### src/rtl/burst_colgen_pkg.sv
package burst_colgen_pkg;
  typedef enum logic [2:0] {
    BL_1   = 3'b000,
    BL_2   = 3'b001,
    BL_4   = 3'b010,
    BL_8   = 3'b011,
    BL_ROW = 3'b111
  } bl_code_e;
endpackage

### src/rtl/burst_len_decode.sv
module burst_len_decode
  import burst_colgen_pkg::*;
#(
  parameter int COL_W = 10
) (
  input  logic [2:0]       code,
  input  logic             ilv,
  output logic [COL_W-1:0] mask,
  output logic             full,
  output logic             ok
);
  logic known;

  always_comb begin
    mask  = '0;
    full  = 1'b0;
    known = 1'b1;
    case (code)
      BL_1:    mask = '0;
      BL_2:    mask = COL_W'(1);
      BL_4:    mask = COL_W'(3);
      BL_8:    mask = COL_W'(7);
      BL_ROW: begin
        mask = '1;
        full = 1'b1;
      end
      default: known = 1'b0;
    endcase
    ok = known && !(full && ilv);
  end
endmodule

### src/rtl/burst_addr_calc.sv
module burst_addr_calc #(
  parameter int COL_W = 10
) (
  input  logic [COL_W-1:0] base,
  input  logic [COL_W-1:0] idx,
  input  logic [COL_W-1:0] mask,
  input  logic             ilv,
  output logic [COL_W-1:0] addr
);
  logic [COL_W-1:0] sum;
  logic [COL_W-1:0] mix;

  assign sum = base + idx;
  assign mix = ilv ? (base ^ idx) : sum;

  for (genvar i = 0; i < COL_W; i++) begin : g_bit
    assign addr[i] = mask[i] ? mix[i] : base[i];
  end
endmodule

### src/rtl/burst_colgen.sv
module burst_colgen #(
  parameter int COL_W = 10
) (
  input  logic             clk,
  input  logic             rst,
  input  logic             start,
  input  logic [COL_W-1:0] start_col,
  input  logic [2:0]       len_code,
  input  logic             ilv,
  input  logic             term,
  output logic [COL_W-1:0] col,
  output logic             col_valid,
  output logic             col_last,
  output logic             cfg_err
);
  logic [COL_W-1:0] dec_mask;
  logic             dec_full;
  logic             dec_ok;

  logic [COL_W-1:0] base_q;
  logic [COL_W-1:0] mask_q;
  logic             full_q;
  logic             ilv_q;
  logic [COL_W-1:0] cnt_q;
  logic [COL_W-1:0] cnt_n;
  logic [COL_W-1:0] addr_n;

  burst_len_decode #(.COL_W(COL_W)) u_dec (
    .code (len_code),
    .ilv  (ilv),
    .mask (dec_mask),
    .full (dec_full),
    .ok   (dec_ok)
  );

  assign cnt_n = cnt_q + COL_W'(1);

  burst_addr_calc #(.COL_W(COL_W)) u_calc (
    .base (base_q),
    .idx  (cnt_n),
    .mask (mask_q),
    .ilv  (ilv_q),
    .addr (addr_n)
  );

  always_ff @(posedge clk) begin
    if (rst) begin
      col_valid <= 1'b0;
      col_last  <= 1'b0;
      cfg_err   <= 1'b0;
      col       <= '0;
      base_q    <= '0;
      mask_q    <= '0;
      full_q    <= 1'b0;
      ilv_q     <= 1'b0;
      cnt_q     <= '0;
    end else begin
      cfg_err <= 1'b0;
      if (start) begin
        if (dec_ok) begin
          col_valid <= 1'b1;
          col       <= start_col;
          col_last  <= !dec_full && (dec_mask == '0);
          base_q    <= start_col;
          mask_q    <= dec_mask;
          full_q    <= dec_full;
          ilv_q     <= ilv;
          cnt_q     <= '0;
        end else begin
          col_valid <= 1'b0;
          col_last  <= 1'b0;
          cfg_err   <= 1'b1;
        end
      end else if (term) begin
        col_valid <= 1'b0;
        col_last  <= 1'b0;
      end else if (col_valid) begin
        if (col_last) begin
          col_valid <= 1'b0;
          col_last  <= 1'b0;
        end else begin
          cnt_q    <= cnt_n;
          col      <= addr_n;
          col_last <= !full_q && (cnt_n == mask_q);
        end
      end
    end
  end
endmodule

### config.mk
export PLATFORM = sky130hd
export DESIGN_NAME = burst_colgen
export DESIGN_NICKNAME = d
export VERILOG_FILES = /design/src/rtl/burst_colgen_pkg.sv /design/src/rtl/burst_len_decode.sv /design/src/rtl/burst_addr_calc.sv /design/src/rtl/burst_colgen.sv
export SDC_FILE = /design/constraint.sdc
export NUM_CORES = 1
export LEC_CHECK = 0
export ABC_CLOCK_PERIOD_IN_PS = 3400
export BUFFER_PORTS_ARGS = -buffer_cell sky130_fd_sc_hd__buf_2
export CAP_MARGIN = 20
export CORE_MARGIN = 4
export CORE_UTILIZATION = 55
export CTS_CLUSTER_SIZE = 40
export DETAILED_ROUTE_END_ITERATION = 10
export PLACE_DENSITY = 0.78
export SLEW_MARGIN = 20
export SYNTH_ARGS = -nofsm -noshare
export SYNTH_HDL_FRONTEND = slang
export SYNTH_HIERARCHICAL = 1
export SYNTH_SLANG_ARGS = --single-unit
### constraint.sdc
create_clock -name clk -period 3.4 [get_ports clk]
set_input_delay 0.34 -clock clk [delete_from_list [all_inputs] [get_ports clk]]
set_output_delay 0.34 -clock clk [all_outputs]
set_load 0.03 [all_outputs]
== Yosys cells after proc, flatten, opt, wreduce, memory -nomap -nowiden ==
Cells that the tools add are included.
Word-level totals
  flip-flop bits (word level): 45
  latch bits: 0
  memory bits (writable): 0
  ROM bits: 0
  input port bits: 18
  output and inout port bits: 13
  logic and storage cells: 71
  memories kept: 0
Operators by class
  add/subtract/negate cells: 2
  multiply operators: 0
  divide/modulo/power cells: 0
  magnitude comparators: 0
  equality and inequality tests: 8
  shifts and indexed selects: 0
  multiplexer cells: 35
  bitwise gates (word level): 2
  reductions and logical operators: 15
Operators with widths (number)
  10-bit two-way mux: 11
  10-bit case mux with 4 select lines: 1
  1-bit two-way mux: 23
  10-bit by 1-bit adder with 10-bit output (second input constant): 1
  10-bit adder: 1
  10-bit == test: 1
  10-bit logical NOT: 1
  10-bit XOR: 1
  3-bit by 2-bit == test with 1-bit output (second input constant): 2
  5-bit OR reduction: 1
  1-bit logical AND: 4
  2-bit != test (second input constant): 2
  4-bit AND reduction: 1
  3-bit by 1-bit == test with 1-bit output (second input constant): 1
  3-bit == test (second input constant): 1
  1-bit logical NOT: 3
  3-bit logical NOT: 1
  3-bit nonzero test: 1
  2-bit by 1-bit != test with 1-bit output (second input constant): 1
  2-bit AND reduction: 1
  2-bit nonzero test: 1
  2-bit OR reduction: 1
  1-bit NOT: 1

== Longest topological paths before layout ==
Gate-level depths: netlist of the first run.
  depth in word-level cells: 8
  depth in mapped cells: 13
  mapped depth without buffers: 12

== By module ==
Netlist of the first run, hierarchy kept.
Modules (own cells, without submodules)
  burst_colgen: times used 1, cells an instance 285, area each 2292.2 sq um, sequential area each 900.9 sq um
  burst_addr_calc: times used 1, cells an instance 93, area each 621.8 sq um, sequential area each 0.0 sq um
  burst_len_decode: times used 1, cells an instance 15, area each 96.3 sq um, sequential area each 0.0 sq um

== Worst setup path before layout of the first run ==
No wires, ideal clock.
  path kind: reg-to-reg
  start: reg cnt_q[0]
  end: reg col[8]
  library setup time: 0.134 ns
  arrival time: 2.559 ns
  required time: 3.266 ns
  path slack: 0.707 ns
  cell stages (with the launch flop): 13
  path buffers: 1
  clock period less this slack: 2.693 ns
  cells stage by stage: dfxtp_1 -> ha_1 -> and3_1 -> buf_2 -> nand3_1 -> xnor2_1 -> ha_1 -> nand2_1 -> o21ai_0 -> o211a_1 -> or3_1 -> mux2i_1 -> a211oi_1
Between the ends
  word-level cells in the longest chain between the ends: 8
  elaborated cells on any way between the ends: 9
  classes of those cells: 2 x add/sub; 6 x mux; 1 x bitwise
RTL lines
  start, declared: RTL line burst_colgen.sv:24  | logic [COL_W-1:0] cnt_q;
  start signal, assigned: RTL line burst_colgen.sv:82  | cnt_q <= cnt_n;
  10-bit by 1-bit adder with 10-bit output: RTL line burst_colgen.sv:36  | assign cnt_n = cnt_q + COL_W'(1);
  net cnt_n[6]: RTL line burst_colgen.sv:25  | logic [COL_W-1:0] cnt_n;
  10-bit adder: RTL line burst_addr_calc.sv:13  | assign sum = base + idx;
  10-bit two-way mux: RTL line burst_addr_calc.sv:14  | assign mix = ilv ? (base ^ idx) : sum;
  1-bit two-way mux: RTL line burst_addr_calc.sv:17  | assign addr[i] = mask[i] ? mix[i] : base[i];
  net addr_n[8]: RTL line burst_colgen.sv:26  | logic [COL_W-1:0] addr_n;
  10-bit two-way mux: RTL line burst_colgen.sv:78  | if (col_last) begin
  10-bit two-way mux: RTL line burst_colgen.sv:77  | end else if (col_valid) begin
  10-bit two-way mux: RTL line burst_colgen.sv:74  | end else if (term) begin
  10-bit two-way mux: RTL line burst_colgen.sv:59  | if (start) begin
  end signal, assigned: RTL line burst_colgen.sv:62  | col <= start_col;
  end signal, assigned: RTL line burst_colgen.sv:83  | col <= addr_n;
  end, declared: RTL line burst_colgen.sv:11  | output logic [COL_W-1:0] col,
The timed path passes the listed nets, and every way through them passes these cells. The select of a mux whose other input is x is not followed.
A chain may end at the register's enable or synchronous reset.

== Worst setup path after layout of the first run ==
  start: reg cnt_q[0]
  end: reg col[9]
The elaborated chain is that of the path after synthesis.

==> impl_metrics.tcl, run 1 <==
set metrics [dict create \
    slowest_stage "dfxtp_1" \
    worstRegToRegCells 11 \
    cts_tree "built" \
    drive_above_1_share_pct 14.39 \
    hold_start "start_col[8]" \
    syn_avg_cell_area_um2 7.660 \
    post-cts-setup-buffers 0 \
    area_growth_pct 6.193 \
    crit_start "cnt_q[0]" \
    htree_num_levels 2 \
    finalClockSkew_ps 11.67 \
    ys_warn_count 6 \
    grt_pass1_vias 2535 \
    timing.fmax_mhz 326.6 \
    rsz0062_at_grt "false" \
    die_h_um 81.98 \
    whs_endpoint "base_q[8]" \
    hold_slack_ps 276.8 \
    max_cap_viol_count 0 \
    synth-seq-area-share_pct 29.93 \
    power_mw 1.106 \
    synth_common_cells "nand2_1, a21oi_1, dfxtp_1, nor2_1, clkbuf_1" \
    totalWireLength_um 6859 \
    start_util_pct 57.84 \
    drv_slew 0 \
    cp_max_fo 8 \
    synth.area.top_cells "dfxtp_1, nand2_1, a21oi_1, nor2_1, ha_1" \
    synth.top_cell.area_share_pct 29.93 \
    antenna_found_initial 0 \
    grt_max_degree 47 \
    synth_area_leader_cell "dfxtp_1" \
    dr.first_iter.drc_count 147 \
    grtUsageTotal_pct 21.92 \
    slowest_delay_ps 480 \
    core_um2 5205 \
    grtUsageMet3_pct 4.276 \
    worstSetupPathType "reg2reg" \
    crit_chain "ha_1 -> and3_1 -> xnor2_1 -> inv_1 -> ha_1 -> nand4_1 -> a211oi_1 -> a31oi_1 -> o2111ai_1 -> mux2i_1 -> a211oi_1" \
    grt_pass1_wl_um 11640 \
    status "finished clean" \
    synthFlopType "dfxtp_1" \
    hold_depth 3 \
    synth_cell_type_count 63 \
    startpoint_type "flop" \
    cts.sinks 45 \
    ctsLongestPathBuffers 2 \
    cts-root-buf "clkbuf_8" \
    drt_first_pass_iters 4 \
    fin_ws_ps 337.9 \
    grt_use_met1_pct 27.69 \
    multi_input_area_um2 1878 \
    clk_latency_ps 300 \
    io_pins 31 \
    synth_edf_count 0 \
    rr_startpoint "cnt_q[0]" \
    fp.dieW_um 81.98 \
    ys_seq_elements 45 \
    avgRoutedWirePerCell_um 14.50 \
    fin_crit_sh_pct 90.06 \
    p_per_area_nw_per_um2 346.1 \
    insertedDiodeCount 0 \
    ir_drop_mv 0.1964 \
    grt_overflow 0 \
    critPathArrivalTime_ps 3280 \
    fin_tns_setup_ps 0 \
    holdCritPathClass "in2reg" \
    post-route-min-period_ps 3062 \
    hold_violations 0 \
    finalSetupViolations 0 \
    dieArea_um2 6721 \
    post-synth-top-count-cell "nand2_1" \
    nets 431 \
    place_hpwl_um 4861 \
    place_congestion 0.9936 \
    synth_cells 393 \
    syn_nets 422 \
    synth_area_um2 3010 \
    ant_nets 0 \
    tightestPinTransition_ps 865.2 \
    vias_per_cell 5.719 \
    critPathBufInv 1 \
    pre_cts_slack_ps 398.6 \
    cts_resized 0 \
    met2_usage_pct 36.83 \
    async_flop_share_pct 0 \
    grt.busiest_layer "met2" \
    drc 0 \
    r2r_slack_ps 340 \
    critPathTopFamily "compound AO/OA/AOI/OAI gates" \
    row_count 26 \
    n_fill_cell 474 \
    crit_required_ps 3620 \
    r2r-end "col[9]" \
    endpoint_kind "flop" \
    regArea_um2 900.9 \
    cts_buffers 5 \
    ctsHoldBuffers 0 \
    io_buffer_count 30 \
    maxSlewHeadroom_pct 42.32 \
    vias 2705 \
    leakagePower_nw 1.318 \
    clk_pin_slew_ps 90 \
]
[through the flow]
| stage | instance area [um^2] | instances | util, % |
|---|---|---|---|
| after floorplan | 3010 | 393 | - |
| after detailed placement | 3095 | 465 | 59.47 |
| after CTS | 3197 | 473 | 61.42 |
| after global routing | 3197 | 473 | 61.42 |
| final | 3197 | 473 | 61.42 |
| after global placement | 3095 | 465 | 59.47 |
[logic make-up after synthesis]
logic type               Yosys count  share of synthesized area (%)
adder cells (fa/ha/maj)           12                          5.195
multiplexers                      12                          4.032
AO/OA/AOI/OAI                    100                          20.91
flip-flops                        45                          29.93
buffers and inverters             45                          7.689
XOR/XNOR                          19                          5.777
AND/OR/NAND/NOR                  160                          26.47
[worst max-delay path by stage]
| stage | end | slack [ps] | cells past startpoint |
|---|---|---|---|
| after floorplan | col[8] | 710 | 12 |
| after global placement | col[8] | 540 | 11 |
| after detailed placement | col[9] | 400 | 11 |
| after CTS | col[9] | 390 | 11 |
| after global routing | col[9] | 90 | 11 |
| final | col[9] | 340 | 11 |
[worst reg2reg max path: stages (launching register included)]
cell	delay (ps)
dfxtp_1	480
ha_1	310
and3_1	290
xnor2_1	190
inv_1	70
ha_1	370
nand4_1	220
a211oi_1	470
a31oi_1	150
o2111ai_1	120
mux2i_1	100
a211oi_1	210
[layout by cell type (no fill, tap or decap), drive strengths merged, types with 2 or more instances in the layout]
cell type,netlist,routed
a211oi,13,13
a21o,5,5
a21oi,47,47
a31oi,2,2
and3,4,4
buf,18,34
clkbuf,14,7
dfxtp,45,45
ha,10,10
inv,13,13
mux2i,11,11
nand2,62,62
nand2b,4,4
nand3,11,11
nand3b,2,2
nand4,6,6
nand4b,2,2
nor2,36,36
nor2b,3,3
nor3,11,11
nor3b,2,2
nor4,5,5
o2111ai,2,2
o211ai,3,3
o21ai,17,17
or3,4,4
or4b,2,2
xnor2,11,11
xor2,8,8
[area by class of cell]
cell class / count / area share (%)
Sequential cell: 45 / 28.18
Tap cell: 70 / 2.740
Clock inverter: 1 / 0.1566
Clock buffer: 7 / 3.014
Timing Repair Buffer: 34 / 5.636
Inverter: 13 / 1.526
Multi-Input combinational cell: 303 / 58.75
[state kept, by name, summed over array words and instances, names as in the netlist]
register   count
col_last       1
full_q         1
ilv_q          1
cfg_err        1
cnt_q         10
mask_q        10
col_valid      1
base_q        10
col           10
[metal layers]
metal  vias to the layer above  share of wire (%)
met3                        13                7.3
met4                         0                1.9
met1                      1202                 45
li1                       1398                  -
met5                         -                  0
met2                        92                 46
[power breakdown]
part,leakage (nW),switching [mW],internal [mW]
Sequential,0.367,0.0194,0.548
Clock,0.0542,0.185,0.184
Combinational,0.897,0.108,0.0621
Total,1.32,0.312,0.794
Power figures use the tool's default switching activity.
==> run 2: changes to the inputs <==
--- a/config.mk
+++ b/config.mk
@@ -9,10 +9,10 @@
 export BUFFER_PORTS_ARGS = -buffer_cell sky130_fd_sc_hd__buf_2
 export CAP_MARGIN = 20
 export CORE_MARGIN = 4
-export CORE_UTILIZATION = 55
+export CORE_UTILIZATION = 44
 export CTS_CLUSTER_SIZE = 40
 export DETAILED_ROUTE_END_ITERATION = 10
-export PLACE_DENSITY = 0.78
+export PLACE_DENSITY = 0.65
 export SLEW_MARGIN = 20
 export SYNTH_ARGS = -nofsm -noshare
 export SYNTH_HDL_FRONTEND = slang
==> impl_metrics.tcl, run 2 (synthesis gave the netlist of run 1 again) <==
set metrics [dict create \
    grt_overflow 0 \
    core_um2 6495 \
    grtUsageTotal_pct 18.91 \
    cts_resized 0 \
    final_common_cell "nand2_1" \
    grt_pass1_vias 2555 \
    row_count 29 \
    dr.first_iter.drc_count 147 \
    clk_pin_slew_ps 90 \
    crit_chain "ha_1 -> and3_1 -> xnor2_1 -> inv_1 -> ha_1 -> nand4_1 -> a211oi_1 -> a31oi_1 -> o2111ai_1 -> mux2i_1 -> a211oi_1" \
    leakagePower_nw 1.333 \
    crit_required_ps 3620 \
    vias 2743 \
    rr_startpoint "cnt_q[0]" \
    hold_violations 0 \
    status "finished clean" \
    clk_latency_ps 300 \
    cts_buffers 5 \
    cp_max_fo 8 \
    drc 0 \
    r2r-end "col[9]" \
    fin_ws_ps 320.6 \
    start_util_pct 46.35 \
    slowest_delay_ps 510 \
    nets 431 \
    totalWireLength_um 7660 \
    fin_tns_setup_ps 0 \
    drive_above_1_share_pct 14.39 \
    timing.fmax_mhz 324.7 \
    n_fill_cell 648 \
    hold_slack_ps 276.7 \
    insertedDiodeCount 0 \
    fin_area_um2 3238 \
    fp.dieW_um 90.72 \
    p_per_area_nw_per_um2 380.7 \
    max_cap_viol_count 0 \
    vias_per_cell 5.715 \
    antenna_found_initial 0 \
    startpoint_type "flop" \
    final_util_pct 49.86 \
    finalSetupViolations 0 \
    post-cts-setup-buffers 0 \
    slowest_stage "a211oi_1" \
    cts-root-buf "clkbuf_8" \
    dieArea_um2 8229 \
    fin_crit_sh_pct 90.57 \
    worstSetupPathType "reg2reg" \
    post-route-min-period_ps 3079 \
    htree_num_levels 2 \
    r2r_slack_ps 320 \
    pre_cts_slack_ps 335.0 \
    die_h_um 90.72 \
    grt_max_degree 47 \
    ctsHoldBuffers 0 \
    place_congestion 0.8397 \
    regArea_um2 900.9 \
    finalClockSkew_ps 2.607 \
    hold_depth 3 \
    multi_input_area_um2 1878 \
    endpoint_kind "flop" \
    worstRegToRegCells 11 \
    io_buffer_count 30 \
    dpl_cell_area_um2 3104 \
    ant_nets 0 \
    power_mw 1.233 \
    hold_start "start_col[0]" \
    grt_pass1_wl_um 12700 \
    dp_cells 472 \
    final_cells 480 \
    io_pins 31 \
    critPathArrivalTime_ps 3290 \
    rsz0062_at_grt "false" \
    layout_common_cells "nand2_1, a21oi_1, dfxtp_1, nor2_1, buf_2" \
    drt_first_pass_iters 5 \
    place_hpwl_um 5420 \
    whs_endpoint "base_q[0]" \
    tightestPinTransition_ps 883.2 \
    holdCritPathClass "in2reg" \
    ir_drop_mv 0.2251 \
    maxSlewHeadroom_pct 41.12 \
    area_growth_pct 7.565 \
    drv_slew 0 \
    cts_tree "built" \
    ctsLongestPathBuffers 2 \
    cts.sinks 45 \
    avgRoutedWirePerCell_um 15.96 \
]
==> run 2: cell count changes in the layout (fill, tap and decap cells not counted), sizes merged <==
cell    delta
bufinv     +2
clkbuf     -2
==> run 2: worst max-delay path: cells and delay by family, from the launching register on <==
kind | cells | cell delay [ps]
muxes | 1 | 90
xor gates and xnor gates | 1 | 160
buffers and inverters | 1 | 70
adders and majority gates | 2 | 670
AOI/OAI and AO/OA | 4 | 1010
and+or+nand+nor | 2 | 520
DFF | 1 | 470
==> run 2: metal layers <==
metal  vias to the layer above  routed length (um)  track usage [%]
met5                         -                   0                0
met4                         0                 131            5.230
met3                         7                 308            2.917
met2                        65                3486            30.57
met1                      1272                3733            26.00
li1                       1399                   -                -
==> run 2: worst max-delay path by stage <==
stage | startpoint | to | slack (ps) | cells after the start
2_1_floorplan | cnt_q[0] | col[8] | 710 | 12
3_3_place_gp | cnt_q[0] | col[8] | 500 | 11
3_5_place_dp | cnt_q[0] | col[9] | 340 | 11
4_1_cts | cnt_q[0] | col[9] | 320 | 11
5_1_grt | cnt_q[0] | col[9] | 20 | 11
6_report | cnt_q[0] | col[9] | 320 | 11
==> run 2: power breakdown <==
part / switching (mW) / internal, mW
registers: 0.0216 / 0.548
clock network: 0.199 / 0.292
logic: 0.110 / 0.0618
==> run 2: cell type report <==
type	count	area share [%]
Clock buffer	5	2.125
Inverter	13	1.507
Multi-Input combinational cell	303	58.00
Clock inverter	3	2.009
Timing Repair Buffer	34	5.564
Tap cell	77	2.975
Sequential cell	45	27.82
==> run 3: changes to the inputs <==
--- a/config.mk
+++ b/config.mk
@@ -9,10 +9,10 @@
 export BUFFER_PORTS_ARGS = -buffer_cell sky130_fd_sc_hd__buf_2
 export CAP_MARGIN = 20
 export CORE_MARGIN = 4
-export CORE_UTILIZATION = 44
+export CORE_UTILIZATION = 50
 export CTS_CLUSTER_SIZE = 40
 export DETAILED_ROUTE_END_ITERATION = 10
-export PLACE_DENSITY = 0.65
+export PLACE_DENSITY = 0.72
 export SLEW_MARGIN = 20
 export SYNTH_ARGS = -nofsm -noshare
 export SYNTH_HDL_FRONTEND = slang
==> impl_metrics.tcl, run 3 (synthesis gave the netlist of run 1 again) <==
set metrics [dict create \
    final_util_pct 56.15 \
    drv_slew 0 \
    place_congestion 0.9094 \
    rsz0062_at_grt "false" \
    post-cts-setup-buffers 0 \
    cts_buffers 5 \
    htree_num_levels 2 \
    p_per_area_nw_per_um2 343.3 \
    cp_max_fo 8 \
    maxSlewHeadroom_pct 40.45 \
    clk_latency_ps 300 \
    avgRoutedWirePerCell_um 15.45 \
    ctsLongestPathBuffers 2 \
    io_pins 31 \
    grt_overflow 0 \
    insertedDiodeCount 0 \
    critPathArrivalTime_ps 3250 \
    grtUsageTotal_pct 20.16 \
    switchingPower_mw 0.3191 \
    dieArea_um2 7327 \
    fp.dieW_um 85.60 \
    power_frac_clock_pct 32.4 \
    r2r-end "col[9]" \
    ir_drop_mv 0.1891 \
    layout_common_cells "nand2_1, a21oi_1, dfxtp_1, nor2_1, buf_2" \
    status "finished clean" \
    vias_per_cell 5.812 \
    grt_pass1_vias 2408 \
    r2r_slack_ps 360 \
    worstSetupPathType "reg2reg" \
    worstRegToRegCells 11 \
    start_util_pct 53.04 \
    max_cap_viol_count 0 \
    ant_nets 0 \
    vias 2755 \
    ctsHoldBuffers 0 \
    grt_pass1_wl_um 11880 \
    nets 430 \
    core_um2 5675 \
    pwr-share-comb_pct 15.6 \
    drive_above_1_share_pct 14.18 \
    sw_frac_of_total_pct 29.17 \
    final_cells 474 \
    antenna_found_initial 0 \
    endpoint_kind "flop" \
    fin_tns_setup_ps 0 \
    p_int_mw 0.7748 \
    seq_power_share_pct 52.0 \
    hold_start "start_col[5]" \
    finalClockSkew_ps 5.462 \
    post-route-min-period_ps 3038 \
    dp_cells 466 \
    fin_crit_sh_pct 89.36 \
    final_common_cell "nand2_1" \
    drc 0 \
    io_buffer_count 30 \
    timing.fmax_mhz 329.1 \
    hold_depth 3 \
    row_count 27 \
    dr.first_iter.drc_count 99 \
    cts_resized 0 \
    clk_pin_slew_ps 90 \
    hold_violations 0 \
    leakagePower_nw 1.310 \
    cts_tree "built" \
    grt_max_degree 47 \
    cts-root-buf "clkbuf_8" \
    totalWireLength_um 7324 \
    startpoint_type "flop" \
    cts.sinks 45 \
    finalSetupViolations 0 \
    power_mw 1.094 \
    tightestPinTransition_ps 893.2 \
    die_h_um 85.60 \
    area_growth_pct 5.860 \
    whs_endpoint "base_q[5]" \
    drt_first_pass_iters 5 \
    crit_required_ps 3610 \
    rr_startpoint "cnt_q[0]" \
    holdCritPathClass "in2reg" \
    place_hpwl_um 5246 \
]
-- run 3: cell count changes in the layout (fill, tap and decap cells not counted) --
cell,change
clkinv_4,+1
bufinv_16,-2
clkbuf_8,+1
buf_4,-1
-- run 3: metal layers --
layer / track usage [%] / up-vias / wire (um)
met3: 3.650 / 8 / 307
met5: 0 / - / 0
met4: 5.468 / 0 / 87
li1: - / 1399 / -
met2: 31.78 / 70 / 3430
met1: 28.25 / 1278 / 3499
-- run 3: area by class of cell --
cell class                 count  area (um^2)
timing repair buffer          33        172.7
multi-input combinational    303         1878
fill                         541         2489
inverter                      13        48.80
clock buffer                   6        82.58
tap                           72        90.09
sequential                    45        900.9
clock inverter                 2        13.76
-- run 3: worst max-delay path by stage --
stage,from,end
final,cnt_q[0],col[9]
after global routing,cnt_q[0],col[9]
after CTS,cnt_q[0],col[9]
after detailed placement,cnt_q[0],col[9]
after global placement,cnt_q[0],col[9]
after floorplan,cnt_q[0],col[8]
-- run 3: critical path, cell delays in order (launching register included) --
cell and delay, ps:
dfxtp_1 470, ha_1 310, and3_1 310, xnor2_1 190, inv_1 70, ha_1 370, nand4_1 230, a211oi_1 450
a31oi_1 140, o2111ai_1 110, mux2i_1 90, a211oi_1 220
-- run 3: metrics by stage --
step                setup WS (ps)  hold slack, ps  cell area, um^2
floorplan                   707.1           436.7             3010
global placement            526.2           445.0             3090
detailed placement          406.2           450.4             3090
CTS                         383.9           265.9             3187
global route                115.4           264.5             3187
finish                      361.7           279.0             3187
-- run 3: power by group through the flow --
stage,combinational (mW),sequential (mW),clock [mW]
5_1_grt,0.188,0.572,0.390
6_report,0.171,0.569,0.354
2_1_floorplan,0.106,0.597,0
4_1_cts,0.171,0.569,0.372
3_5_place_dp,0.170,0.581,0
3_3_place_gp,0.168,0.581,0
